==> src/rtl/nand_rd_pkg.sv <==
`timescale 1ns/1ps
package nand_rd_pkg;
  localparam int unsigned SETUP_FW  = 4;
  localparam int unsigned STROBE_FW = 6;
  localparam int unsigned HOLD_FW   = 3;
  localparam int unsigned TURN_FW   = 2;
  localparam int unsigned DATA_W    = 8;

  typedef enum logic [2:0] {
    PH_IDLE   = 3'd0,
    PH_SETUP  = 3'd1,
    PH_STROBE = 3'd2,
    PH_HOLD   = 3'd3,
    PH_TURN   = 3'd4
  } phase_e;

  // fields used after the accept cycle
  typedef struct packed {
    logic [STROBE_FW-1:0] strobe;
    logic [HOLD_FW-1:0]   hold;
  } late_cfg_t;
endpackage

==> src/rtl/nrs_cfg_latch.sv <==
`timescale 1ns/1ps
module nrs_cfg_latch
  import nand_rd_pkg::*;
(
  input  logic      clk_i,
  input  logic      rst_ni,
  input  logic      load_i,
  input  late_cfg_t cfg_i,
  output late_cfg_t cfg_o
);
  late_cfg_t cfg_q;

  always_ff @(posedge clk_i or negedge rst_ni) begin
    if (!rst_ni)     cfg_q <= '0;
    else if (load_i) cfg_q <= cfg_i;
  end

  assign cfg_o = cfg_q;
endmodule

==> src/rtl/nrs_phase_ctrl.sv <==
`timescale 1ns/1ps
module nrs_phase_ctrl
  import nand_rd_pkg::*;
#(
  parameter int unsigned SETUP_W  = SETUP_FW,
  parameter int unsigned STROBE_W = STROBE_FW,
  parameter int unsigned HOLD_W   = HOLD_FW,
  parameter int unsigned TURN_W   = TURN_FW
) (
  input  logic                clk_i,
  input  logic                rst_ni,
  input  logic                req_i,
  input  logic                req_wr_i,
  input  logic [SETUP_W-1:0]  setup_i,
  input  logic [TURN_W-1:0]   turn_i,
  input  logic [STROBE_W-1:0] strobe_q_i,
  input  logic [HOLD_W-1:0]   hold_q_i,
  output phase_e              phase_nxt_o,
  output logic                accept_rd_o,
  output logic                capture_o,
  output logic                wr_go_o,
  output logic                busy_o
);
  localparam int unsigned W_A   = (SETUP_W > STROBE_W) ? SETUP_W : STROBE_W;
  localparam int unsigned W_B   = (HOLD_W > TURN_W) ? HOLD_W : TURN_W;
  localparam int unsigned CNT_W = (W_A > W_B) ? W_A : W_B;

  phase_e           phase_q, phase_nxt;
  logic [CNT_W-1:0] cnt_q, cnt_nxt;
  logic             last_rd_q, last_rd_nxt;
  logic             go_q, go_nxt;
  logic             cnt_zero;

  assign cnt_zero = (cnt_q == '0);

  always_comb begin
    phase_nxt   = phase_q;
    cnt_nxt     = cnt_q;
    last_rd_nxt = last_rd_q;
    go_nxt      = 1'b0;
    capture_o   = 1'b0;
    accept_rd_o = 1'b0;
    unique case (phase_q)
      PH_IDLE: begin
        if (req_i) begin
          if (req_wr_i) begin
            if (last_rd_q) begin
              phase_nxt = PH_TURN;
              cnt_nxt   = CNT_W'(turn_i);
            end else begin
              go_nxt = 1'b1;
            end
          end else begin
            accept_rd_o = 1'b1;
            phase_nxt   = PH_SETUP;
            cnt_nxt     = CNT_W'(setup_i);
          end
        end
      end
      PH_SETUP: begin
        if (cnt_zero) begin
          phase_nxt = PH_STROBE;
          cnt_nxt   = CNT_W'(strobe_q_i);
        end else begin
          cnt_nxt = cnt_q - CNT_W'(1);
        end
      end
      PH_STROBE: begin
        if (cnt_zero) begin
          phase_nxt = PH_HOLD;
          cnt_nxt   = CNT_W'(hold_q_i);
          capture_o = 1'b1;
        end else begin
          cnt_nxt = cnt_q - CNT_W'(1);
        end
      end
      PH_HOLD: begin
        if (cnt_zero) begin
          phase_nxt   = PH_IDLE;
          last_rd_nxt = 1'b1;
        end else begin
          cnt_nxt = cnt_q - CNT_W'(1);
        end
      end
      PH_TURN: begin
        if (cnt_zero) begin
          phase_nxt   = PH_IDLE;
          go_nxt      = 1'b1;
          last_rd_nxt = 1'b0;
        end else begin
          cnt_nxt = cnt_q - CNT_W'(1);
        end
      end
      default: phase_nxt = PH_IDLE;
    endcase
  end

  always_ff @(posedge clk_i or negedge rst_ni) begin
    if (!rst_ni) begin
      phase_q   <= PH_IDLE;
      cnt_q     <= '0;
      last_rd_q <= 1'b0;
      go_q      <= 1'b0;
    end else begin
      phase_q   <= phase_nxt;
      cnt_q     <= cnt_nxt;
      last_rd_q <= last_rd_nxt;
      go_q      <= go_nxt;
    end
  end

  assign phase_nxt_o = phase_nxt;
  assign wr_go_o     = go_q;
  assign busy_o      = (phase_q != PH_IDLE);

  AST_SETUP_ORDER: assert property (@(posedge clk_i) disable iff (!rst_ni)
    (phase_q == PH_SETUP) |=> (phase_q inside {PH_SETUP, PH_STROBE}));
  AST_STROBE_ORDER: assert property (@(posedge clk_i) disable iff (!rst_ni)
    (phase_q == PH_STROBE) |=> (phase_q inside {PH_STROBE, PH_HOLD}));
  AST_HOLD_ORDER: assert property (@(posedge clk_i) disable iff (!rst_ni)
    (phase_q == PH_HOLD) |=> (phase_q inside {PH_HOLD, PH_IDLE}));
  AST_BUSY_REQ_IGNORED: assert property (@(posedge clk_i) disable iff (!rst_ni)
    (phase_q inside {PH_SETUP, PH_STROBE}) |=> (phase_q != PH_IDLE));
endmodule

==> src/rtl/nrs_pin_drv.sv <==
`timescale 1ns/1ps
module nrs_pin_drv
  import nand_rd_pkg::*;
#(
  parameter int unsigned DW = DATA_W
) (
  input  logic          clk_i,
  input  logic          rst_ni,
  input  phase_e        phase_nxt_i,
  input  logic          accept_rd_i,
  input  logic          ale_bit_i,
  input  logic          cle_bit_i,
  input  logic          capture_i,
  input  logic [DW-1:0] flash_d_i,
  output logic          cs_no,
  output logic          oe_no,
  output logic          ale_o,
  output logic          cle_o,
  output logic          done_o,
  output logic [DW-1:0] rdata_o
);
  logic          cs_q, oe_q, ale_q, cle_q, done_q;
  logic [DW-1:0] rdata_q;

  always_ff @(posedge clk_i or negedge rst_ni) begin
    if (!rst_ni) begin
      cs_q    <= 1'b1;
      oe_q    <= 1'b1;
      ale_q   <= 1'b0;
      cle_q   <= 1'b0;
      done_q  <= 1'b0;
      rdata_q <= '0;
    end else begin
      cs_q   <= !(phase_nxt_i inside {PH_SETUP, PH_STROBE, PH_HOLD});
      oe_q   <= (phase_nxt_i != PH_STROBE);
      done_q <= capture_i;
      if (accept_rd_i) begin
        ale_q <= ale_bit_i;
        cle_q <= cle_bit_i;
      end
      if (capture_i) rdata_q <= flash_d_i;
    end
  end

  assign cs_no   = cs_q;
  assign oe_no   = oe_q;
  assign ale_o   = ale_q;
  assign cle_o   = cle_q;
  assign done_o  = done_q;
  assign rdata_o = rdata_q;

  AST_OE_INSIDE_CS: assert property (@(posedge clk_i) disable iff (!rst_ni)
    !oe_q |-> !cs_q);
  AST_DONE_ONE_CYCLE: assert property (@(posedge clk_i) disable iff (!rst_ni)
    done_q |=> !done_q);
  AST_DONE_AFTER_STROBE: assert property (@(posedge clk_i) disable iff (!rst_ni)
    done_q |-> (oe_q && !$past(oe_q) && !cs_q));
  AST_LATCH_STABLE: assert property (@(posedge clk_i) disable iff (!rst_ni)
    (!cs_q && $past(!cs_q)) |-> ($stable(ale_q) && $stable(cle_q)));
endmodule

==> src/rtl/nand_rd_seq.sv <==
`timescale 1ns/1ps
module nand_rd_seq
  import nand_rd_pkg::*;
#(
  parameter int unsigned ADDR_W   = 8,
  parameter int unsigned ALE_BIT  = 1,
  parameter int unsigned CLE_BIT  = 2,
  parameter int unsigned SETUP_W  = SETUP_FW,
  parameter int unsigned STROBE_W = STROBE_FW,
  parameter int unsigned HOLD_W   = HOLD_FW,
  parameter int unsigned TURN_W   = TURN_FW,
  parameter int unsigned DW       = DATA_W
) (
  input  logic                clk_i,
  input  logic                rst_ni,
  input  logic                req_i,
  input  logic                req_wr_i,
  input  logic [ADDR_W-1:0]   addr_i,
  input  logic [SETUP_W-1:0]  setup_cfg_i,
  input  logic [STROBE_W-1:0] strobe_cfg_i,
  input  logic [HOLD_W-1:0]   hold_cfg_i,
  input  logic [TURN_W-1:0]   turn_cfg_i,
  input  logic [DW-1:0]       flash_d_i,
  output logic                cs_no,
  output logic                oe_no,
  output logic                ale_o,
  output logic                cle_o,
  output logic                busy_o,
  output logic                done_o,
  output logic [DW-1:0]       rdata_o,
  output logic                wr_go_o
);
  late_cfg_t cfg_live, cfg_q;
  phase_e    phase_nxt;
  logic      accept_rd, capture;
  logic      unused_addr;

  assign unused_addr     = ^addr_i;
  assign cfg_live.strobe = strobe_cfg_i;
  assign cfg_live.hold   = hold_cfg_i;

  nrs_cfg_latch i_cfg (
    .clk_i  (clk_i),
    .rst_ni (rst_ni),
    .load_i (accept_rd),
    .cfg_i  (cfg_live),
    .cfg_o  (cfg_q)
  );

  nrs_phase_ctrl #(
    .SETUP_W  (SETUP_W),
    .STROBE_W (STROBE_W),
    .HOLD_W   (HOLD_W),
    .TURN_W   (TURN_W)
  ) i_ctrl (
    .clk_i       (clk_i),
    .rst_ni      (rst_ni),
    .req_i       (req_i),
    .req_wr_i    (req_wr_i),
    .setup_i     (setup_cfg_i),
    .turn_i      (turn_cfg_i),
    .strobe_q_i  (cfg_q.strobe),
    .hold_q_i    (cfg_q.hold),
    .phase_nxt_o (phase_nxt),
    .accept_rd_o (accept_rd),
    .capture_o   (capture),
    .wr_go_o     (wr_go_o),
    .busy_o      (busy_o)
  );

  nrs_pin_drv #(.DW(DW)) i_pins (
    .clk_i       (clk_i),
    .rst_ni      (rst_ni),
    .phase_nxt_i (phase_nxt),
    .accept_rd_i (accept_rd),
    .ale_bit_i   (addr_i[ALE_BIT]),
    .cle_bit_i   (addr_i[CLE_BIT]),
    .capture_i   (capture),
    .flash_d_i   (flash_d_i),
    .cs_no       (cs_no),
    .oe_no       (oe_no),
    .ale_o       (ale_o),
    .cle_o       (cle_o),
    .done_o      (done_o),
    .rdata_o     (rdata_o)
  );

  AST_CS_MEANS_BUSY: assert property (@(posedge clk_i) disable iff (!rst_ni)
    !cs_no |-> busy_o);
  AST_GO_BUS_FREE: assert property (@(posedge clk_i) disable iff (!rst_ni)
    wr_go_o |-> (cs_no && oe_no && !busy_o));
  AST_GO_ONE_CYCLE: assert property (@(posedge clk_i) disable iff (!rst_ni)
    wr_go_o |=> !wr_go_o);
endmodule

==> config.mk <==
export PLATFORM = sky130hd
export DESIGN_NAME = nand_rd_seq
export DESIGN_NICKNAME = d
export VERILOG_FILES = /design/src/rtl/nand_rd_pkg.sv /design/src/rtl/nrs_cfg_latch.sv /design/src/rtl/nrs_phase_ctrl.sv /design/src/rtl/nrs_pin_drv.sv /design/src/rtl/nand_rd_seq.sv
export SDC_FILE = /design/constraint.sdc
export NUM_CORES = 1
export LEC_CHECK = 0
export BUFFER_PORTS_ARGS = -buffer_cell sky130_fd_sc_hd__buf_4
export CORE_MARGIN = 4
export CORE_UTILIZATION = 50
export CTS_BUF_LIST = sky130_fd_sc_hd__clkbuf_4 sky130_fd_sc_hd__clkbuf_8
export DETAILED_ROUTE_END_ITERATION = 7
export PLACE_DENSITY_LB_ADDON = 0.25
export SYNTH_ARGS = -nofsm -noshare
export SYNTH_HDL_FRONTEND = slang
export SYNTH_SLANG_ARGS = --single-unit
==> constraint.sdc <==
create_clock -name clk_i -period 3.05 [get_ports clk_i]
set_clock_uncertainty 0.15 [all_clocks]
set_input_delay 0.305 -clock clk_i [delete_from_list [all_inputs] [get_ports clk_i]]
set_output_delay 0.305 -clock clk_i [all_outputs]
set_load 0.1 [all_outputs]
Word-level counts from Yosys, hierarchy flattened --
Cells that the tools add are included.
Storage, ports and cells: register bits 33, latch bits 0, bits in writable memories 0, ROM bits 0, input bits 35, output and inout port bits 15, logic and storage cells 62, memories kept 0
Cells by class: add/subtract/negate cells 1, $mul 0, div/mod/pow operators 0, $lt $le $gt $ge 0, equality and inequality tests 13, shift operators 0, muxes and demuxes 26, bitwise gates (word level) 0, reductions and logical operators 10
Operators by type and width (number):
- 2-to-1 mux 6 bit | 6
- one-hot mux 6 bit (4 select lines) | 1
- 2-to-1 mux 3 bit | 6
- == test 3 x 2 -> 1 bit (second input constant) | 4
- one-hot mux 3 bit (4 select lines) | 1
- 2-to-1 mux 1 bit | 10
- == test 3 x 1 -> 1 bit (second input constant) | 2
- logical NOT 6 bit | 1
- != test 3 x 2 -> 1 bit (second input constant) | 2
- nonzero test 3 bit | 2
- subtractor 6 x 1 -> 6 bit (second input constant) | 1
- != test 2 x 1 -> 1 bit (second input constant) | 2
- != test 2 bit (second input constant) | 2
- one-hot mux 1 bit (2 select lines) | 2
- AND reduction 4 bit | 1
- nonzero test 4 bit | 1
- == test 3 bit (second input constant) | 1
- logical NOT 3 bit | 1
- AND reduction 3 bit | 1
- nonzero test 2 bit | 1
- OR reduction 2 bit | 1
- logical NOT 1 bit | 1

Logic depth before layout (Yosys ltp) --
depth after elaboration 7, mapped depth 7, depth with buffers taken out 7

Hierarchy --
Synthesis repeated with hierarchy kept, for this count alone.
Unflattened totals: cells, all modules 159, area total of the unflattened synthesis 1814.2 sq um
Modules (own cells, without submodules):
- nrs_phase_ctrl | times used 1, cells each 114, area each 944.7 sq um, seq. area each 275.3 sq um
- nrs_pin_drv | times used 1, cells each 26, area each 498.0 sq um, seq. area each 327.8 sq um
- nrs_cfg_latch | times used 1, cells each 19, area each 371.6 sq um, seq. area each 225.2 sq um

Worst setup path after synthesis --
OpenSTA, ideal clock, no wires.
path type flip-flop to flip-flop, from register i_ctrl.phase_q[2], to register i_cfg.cfg_o[0] (netlist name), setup time 125 ps, arrival time 1916 ps, required time 2775 ps, slack 859 ps, cell stages (with the launch flop) 6, buffers on the path 2, clock period less this slack 2191 ps, cell sequence dfrtp_1 -> or3_1 -> buf_4 -> nor3b_2 -> buf_4 -> mux2_2
Between the ends: longest elaborated chain between the ends 2
Ends and longest elaborated chain:
- from (decl) | RTL line nrs_phase_ctrl.sv:28 | phase_e phase_q, phase_nxt;
- from (signal assigned) | RTL line nrs_phase_ctrl.sv:105 | phase_q <= phase_nxt;
- logical NOT 3 bit | RTL line nrs_phase_ctrl.sv:43 | unique case (phase_q)
- 2-to-1 mux 1 bit | RTL line nrs_phase_ctrl.sv:43
No other way between the ends. A chain may end at the register's enable or synchronous reset.

Worst setup path after layout --
from register i_ctrl.cnt_q[0], to register i_pins.rdata_q[1], in the netlist i_pins.rdata_o[1]
Between the ends: longest elaborated chain between the ends 3
Ends and longest elaborated chain:
- from (decl) | RTL line nrs_phase_ctrl.sv:29 | logic [CNT_W-1:0] cnt_q, cnt_nxt;
- from (signal assigned) | RTL line nrs_phase_ctrl.sv:106 | cnt_q <= cnt_nxt;
- logical NOT 6 bit | RTL line nrs_phase_ctrl.sv:34 | assign cnt_zero = (cnt_q == '0);
- 2-to-1 mux 1 bit | RTL line nrs_phase_ctrl.sv:69 | if (cnt_zero) begin
- 2-to-1 mux 1 bit | RTL line nrs_phase_ctrl.sv:43
- via capture | RTL line nand_rd_seq.sv:35 | logic accept_rd, capture;
- to (signal assigned) | RTL line nrs_pin_drv.sv:41 | if (capture_i) rdata_q <= flash_d_i;
- to (decl) | RTL line nrs_pin_drv.sv:23 | logic [DW-1:0] rdata_q;
The timed path passes the listed nets, and every way through them passes these cells.

==> metrics.md <==
| Metric | Value |
|---|---|
| Clk sinks | `33` |
| Max VDD drop | `756.6 uV` |
| Top post-synthesis cells by area | `dfrtp_1 45%, mux2_2 14%, dfstp_2 3.1%` |
| Clk buf depth | `2` |
| Period utilisation layout | `0.8457` |
| Via count | `1420` |
| Vias in the first global route | `1513` |
| Synthesized cell area | `1707 sq um` |
| Antenna violations before repair | `0` |
| Iter 0 DRT Violations | `102` |
| Syn_nets | `193` |
| R2R depth | `6` |
| Footprint of the multi-input gates | `837.1 sq um` |
| Netlist cell types | `43` |
| Cts repair resizes | `0` |
| WP buf/inv | `1` |
| Fin nets | `240` |
| Drt wl/cell | `15.69 um` |
| Avg Cell Area, Syn | `10.94 sq um` |
| Ant. Diodes | `0` |
| Crit path required time | `3.12 ns` |
| Final hold vios | `0` |
| Chip height | `66.43 um` |
| P per Cell Area | `1179 nW/um^2` |
| Clock slew at reported path FFs | `0.11 ns` |
| Kind of critical path | `reg2reg` |
| Cell Rows | `20` |
| Clock root cell | `clkbuf_4` |
| Critical path's slowest cell | `nor3_4` |
| Post-CTS Setup Bufs | `0` |
| Pwr Total | `2.516 mW` |
| Yosys reg bits | `33` |
| Gr usage total | `0.2046` |
| Placer congestion estimate | `0.9189` |
| CP endpoint | `i_pins.rdata_o[1]$_DFFE_PN0P_` |
| Worst reg-to-reg setup slack | `0.47 ns` |
| Hold Path Class | `in2reg` |
| Fraction of layout cells with a size suffix above 1 | `0.4069` |
| Critical path depth | `6` |
| Final core occ | `0.6770` |
| Max Clock Freq | `0.3877 GHz` |
| Residual DRC count | `0` |
| Worst path arrival time | `2.65 ns` |
| Slew @ Worst Pin | `0.5142 ns` |
| Outcome | `complete, no violations` |
| Grt ovf | `0` |
| Tmin final | `2.579 ns` |
| Fillers | `245` |
| Lkg Pwr | `1.009 nW` |
| CTS Buf Count | `5` |
| First-pass GRT wire length | `6810 um` |
| Worst stage delay on the critical path | `0.50 ns` |
| Initial core utilization | `0.5413` |
| Number of max-cap violations | `0` |
| Synthesis-to-finish area growth | `25.07%` |
| Synth top area share | `0.4545` |
| Min-delay src | `strobe_cfg_i[3]` |
| Post-DRT Antenna Nets | `0` |
| Synth Instances | `156` |
| Crit. End Element | `flop` |
| Synth cell count leaders | `31 x dfrtp_1, 21 x mux2_2, 13 x nor2_1` |
| Final WL | `3891 um` |
| Pin count of the biggest net entering global routing | `34` |
| First-pass detailed-route iteration total | `4` |
| CTS tree | `done` |
| Post-DP HPWL | `2844 um` |
| Total negative slack | `0 ns` |
| Seq. cell area | `828.3 sq um` |
| Syn. warnings | `0` |
| Final setup viols | `0` |
| Post-synth ARST share | `1.000` |
| Crit path launch | `i_ctrl.cnt_q[0]$_DFFE_PN0P_` |
| CP delay by family, top | `simple AND/OR/NAND/NOR gates` |
| Crit path max fanout | `10` |
| Die Area | `4412 sq um` |
| Die width | `66.43 um` |
| Sequential fraction of the synthesis area | `0.4853` |
| Io pins | `50` |
| Reg2reg start | `i_ctrl.cnt_q[0]$_DFFE_PN0P_` |
| RSZ-0062 raised after global routing | `no` |
| Critical path, cell by cell | `inv_1 -> ha_1 -> nor3b_2 -> nand2_1 -> nor3_4 -> mux2_2` |
| Ys flop type | `dfrtp_1` |
| Area leader, netlist | `dfrtp_1` |
| Slew margin rel. | `0.6572` |
| Via density | `5.726` |
| Worst skew pair latency | `0.33 ns` |
| Reg-to-reg endpoint | `i_pins.rdata_o[1]$_DFFE_PN0P_` |
| Post-synth EDFFs | `0` |
| CORE AREA | `3153 sq um` |
| Buffers added on ports | `43` |
| H-tree lvl count | `2` |
| Most numerous cell in the Yosys netlist | `dfrtp_1` |
| CP startpoint kind | `flop` |
| Fin. max-slew vios | `0` |
-- sequential cells by signal, indices dropped and copies added, names as in the netlist --
register	flops
i_cfg.cfg_o	9
i_pins.rdata_o	8
i_ctrl.cnt_q	6
i_ctrl.phase_q	3
i_ctrl.last_rd_q	1
i_ctrl.wr_go_o	1
i_pins.ale_o	1
i_pins.cle_o	1
i_pins.cs_no	1
i_pins.done_o	1
i_pins.oe_no	1
-- per-layer routing --
metal / track usage / routed length (um) / vias to the layer above
li1: - / - / 676
met1: 0.2467 / 1550 / 670
met2: 0.3271 / 1917 / 66
met3: 0.06803 / 358 / 8
met4: 0.09645 / 65 / 0
met5: 0 / 0 / -
-- power breakdown --
part	switching [mW]	internal [mW]	total (mW)
clock network	0.147	0.0967	0.244
logic	0.984	0.488	1.47
registers	0.175	0.626	0.800
total	1.31	1.21	2.52
-- area by class of cell --
cell class | instances | area share
timing repair buffer | 46 | 0.1630
inverter | 3 | 0.005275
tap | 44 | 0.02579
multi-input combinational | 114 | 0.3921
clock buffer | 6 | 0.02110
sequential | 33 | 0.3880
clock inverter | 2 | 0.004689
-- what timing repair did --
action / 4_1_cts / 5_1_grt
endpoints found under the setup margin: 0 / 0
endpoints found under the hold margin: 31 / 0
hold buffers: 1 / 0
-- logic make-up (layout without fill, tap and decap cells) --
group | Yosys count | count (layout) | synth area share
compound gates | 32 | 32 | 0.1276
xor+xnor | 2 | 2 | 0.01027
flops | 33 | 33 | 0.4853
fa+ha+maj | 2 | 2 | 0.01466
simple gates | 57 | 57 | 0.1994
mux | 21 | 21 | 0.1386
buf+inv | 9 | 57 | 0.02419
-- layout by cell type (no fill, tap or decap), types with 2 or more instances in the layout --
cell type  count
clkinv_2       2
and2_1         2
nand2_1        6
nand4_1        2
nor2b_1        4
a21boi_0       2
or3_4          2
buf_4         45
and3_1         2
dfrtp_1       31
nand3_1        3
nor2_1        13
a21oi_1        9
ha_1           2
nand2b_1       4
a221o_1        2
clkbuf_4       6
o21ai_0        7
nor4_1         2
o311ai_1       2
dfstp_2        2
o21bai_1       2
or4_1          2
nor3_1         7
nor3b_2        2
inv_1          3
mux2_2        21
-- worst min-delay path by stage --
stage | slack [ns] | depth (start not counted) | endpoint
2_1_floorplan | -0.14 | 0 | i_cfg.cfg_o[0]$_DFFE_PN0P_
3_3_place_gp | 0.12 | 1 | i_ctrl.wr_go_o$_DFF_PN0_
3_5_place_dp | 0.13 | 1 | i_ctrl.wr_go_o$_DFF_PN0_
4_1_cts | 0.03 | 2 | i_cfg.cfg_o[6]$_DFFE_PN0P_
5_1_grt | 0.02 | 2 | i_cfg.cfg_o[4]$_DFFE_PN0P_
6_report | 0.05 | 2 | i_cfg.cfg_o[6]$_DFFE_PN0P_
-- stage by stage --
stage / hold slack [ns] / instances / cell area [sq um] / worst slack, ns
4_1_cts: 0.03320 / 248 / 2135 / 0.4530
6_report: 0.04690 / 248 / 2135 / 0.4706
3_5_place_dp: 0.1253 / 239 / 2069 / 0.4829
3_3_place_gp: 0.1166 / 239 / 2069 / 0.5571
2_1_floorplan: -0.1406 / 156 / 1707 / 0.8595
5_1_grt: 0.02429 / 248 / 2135 / 0.3202
Note: power is estimated with default switching activity, not from simulation.
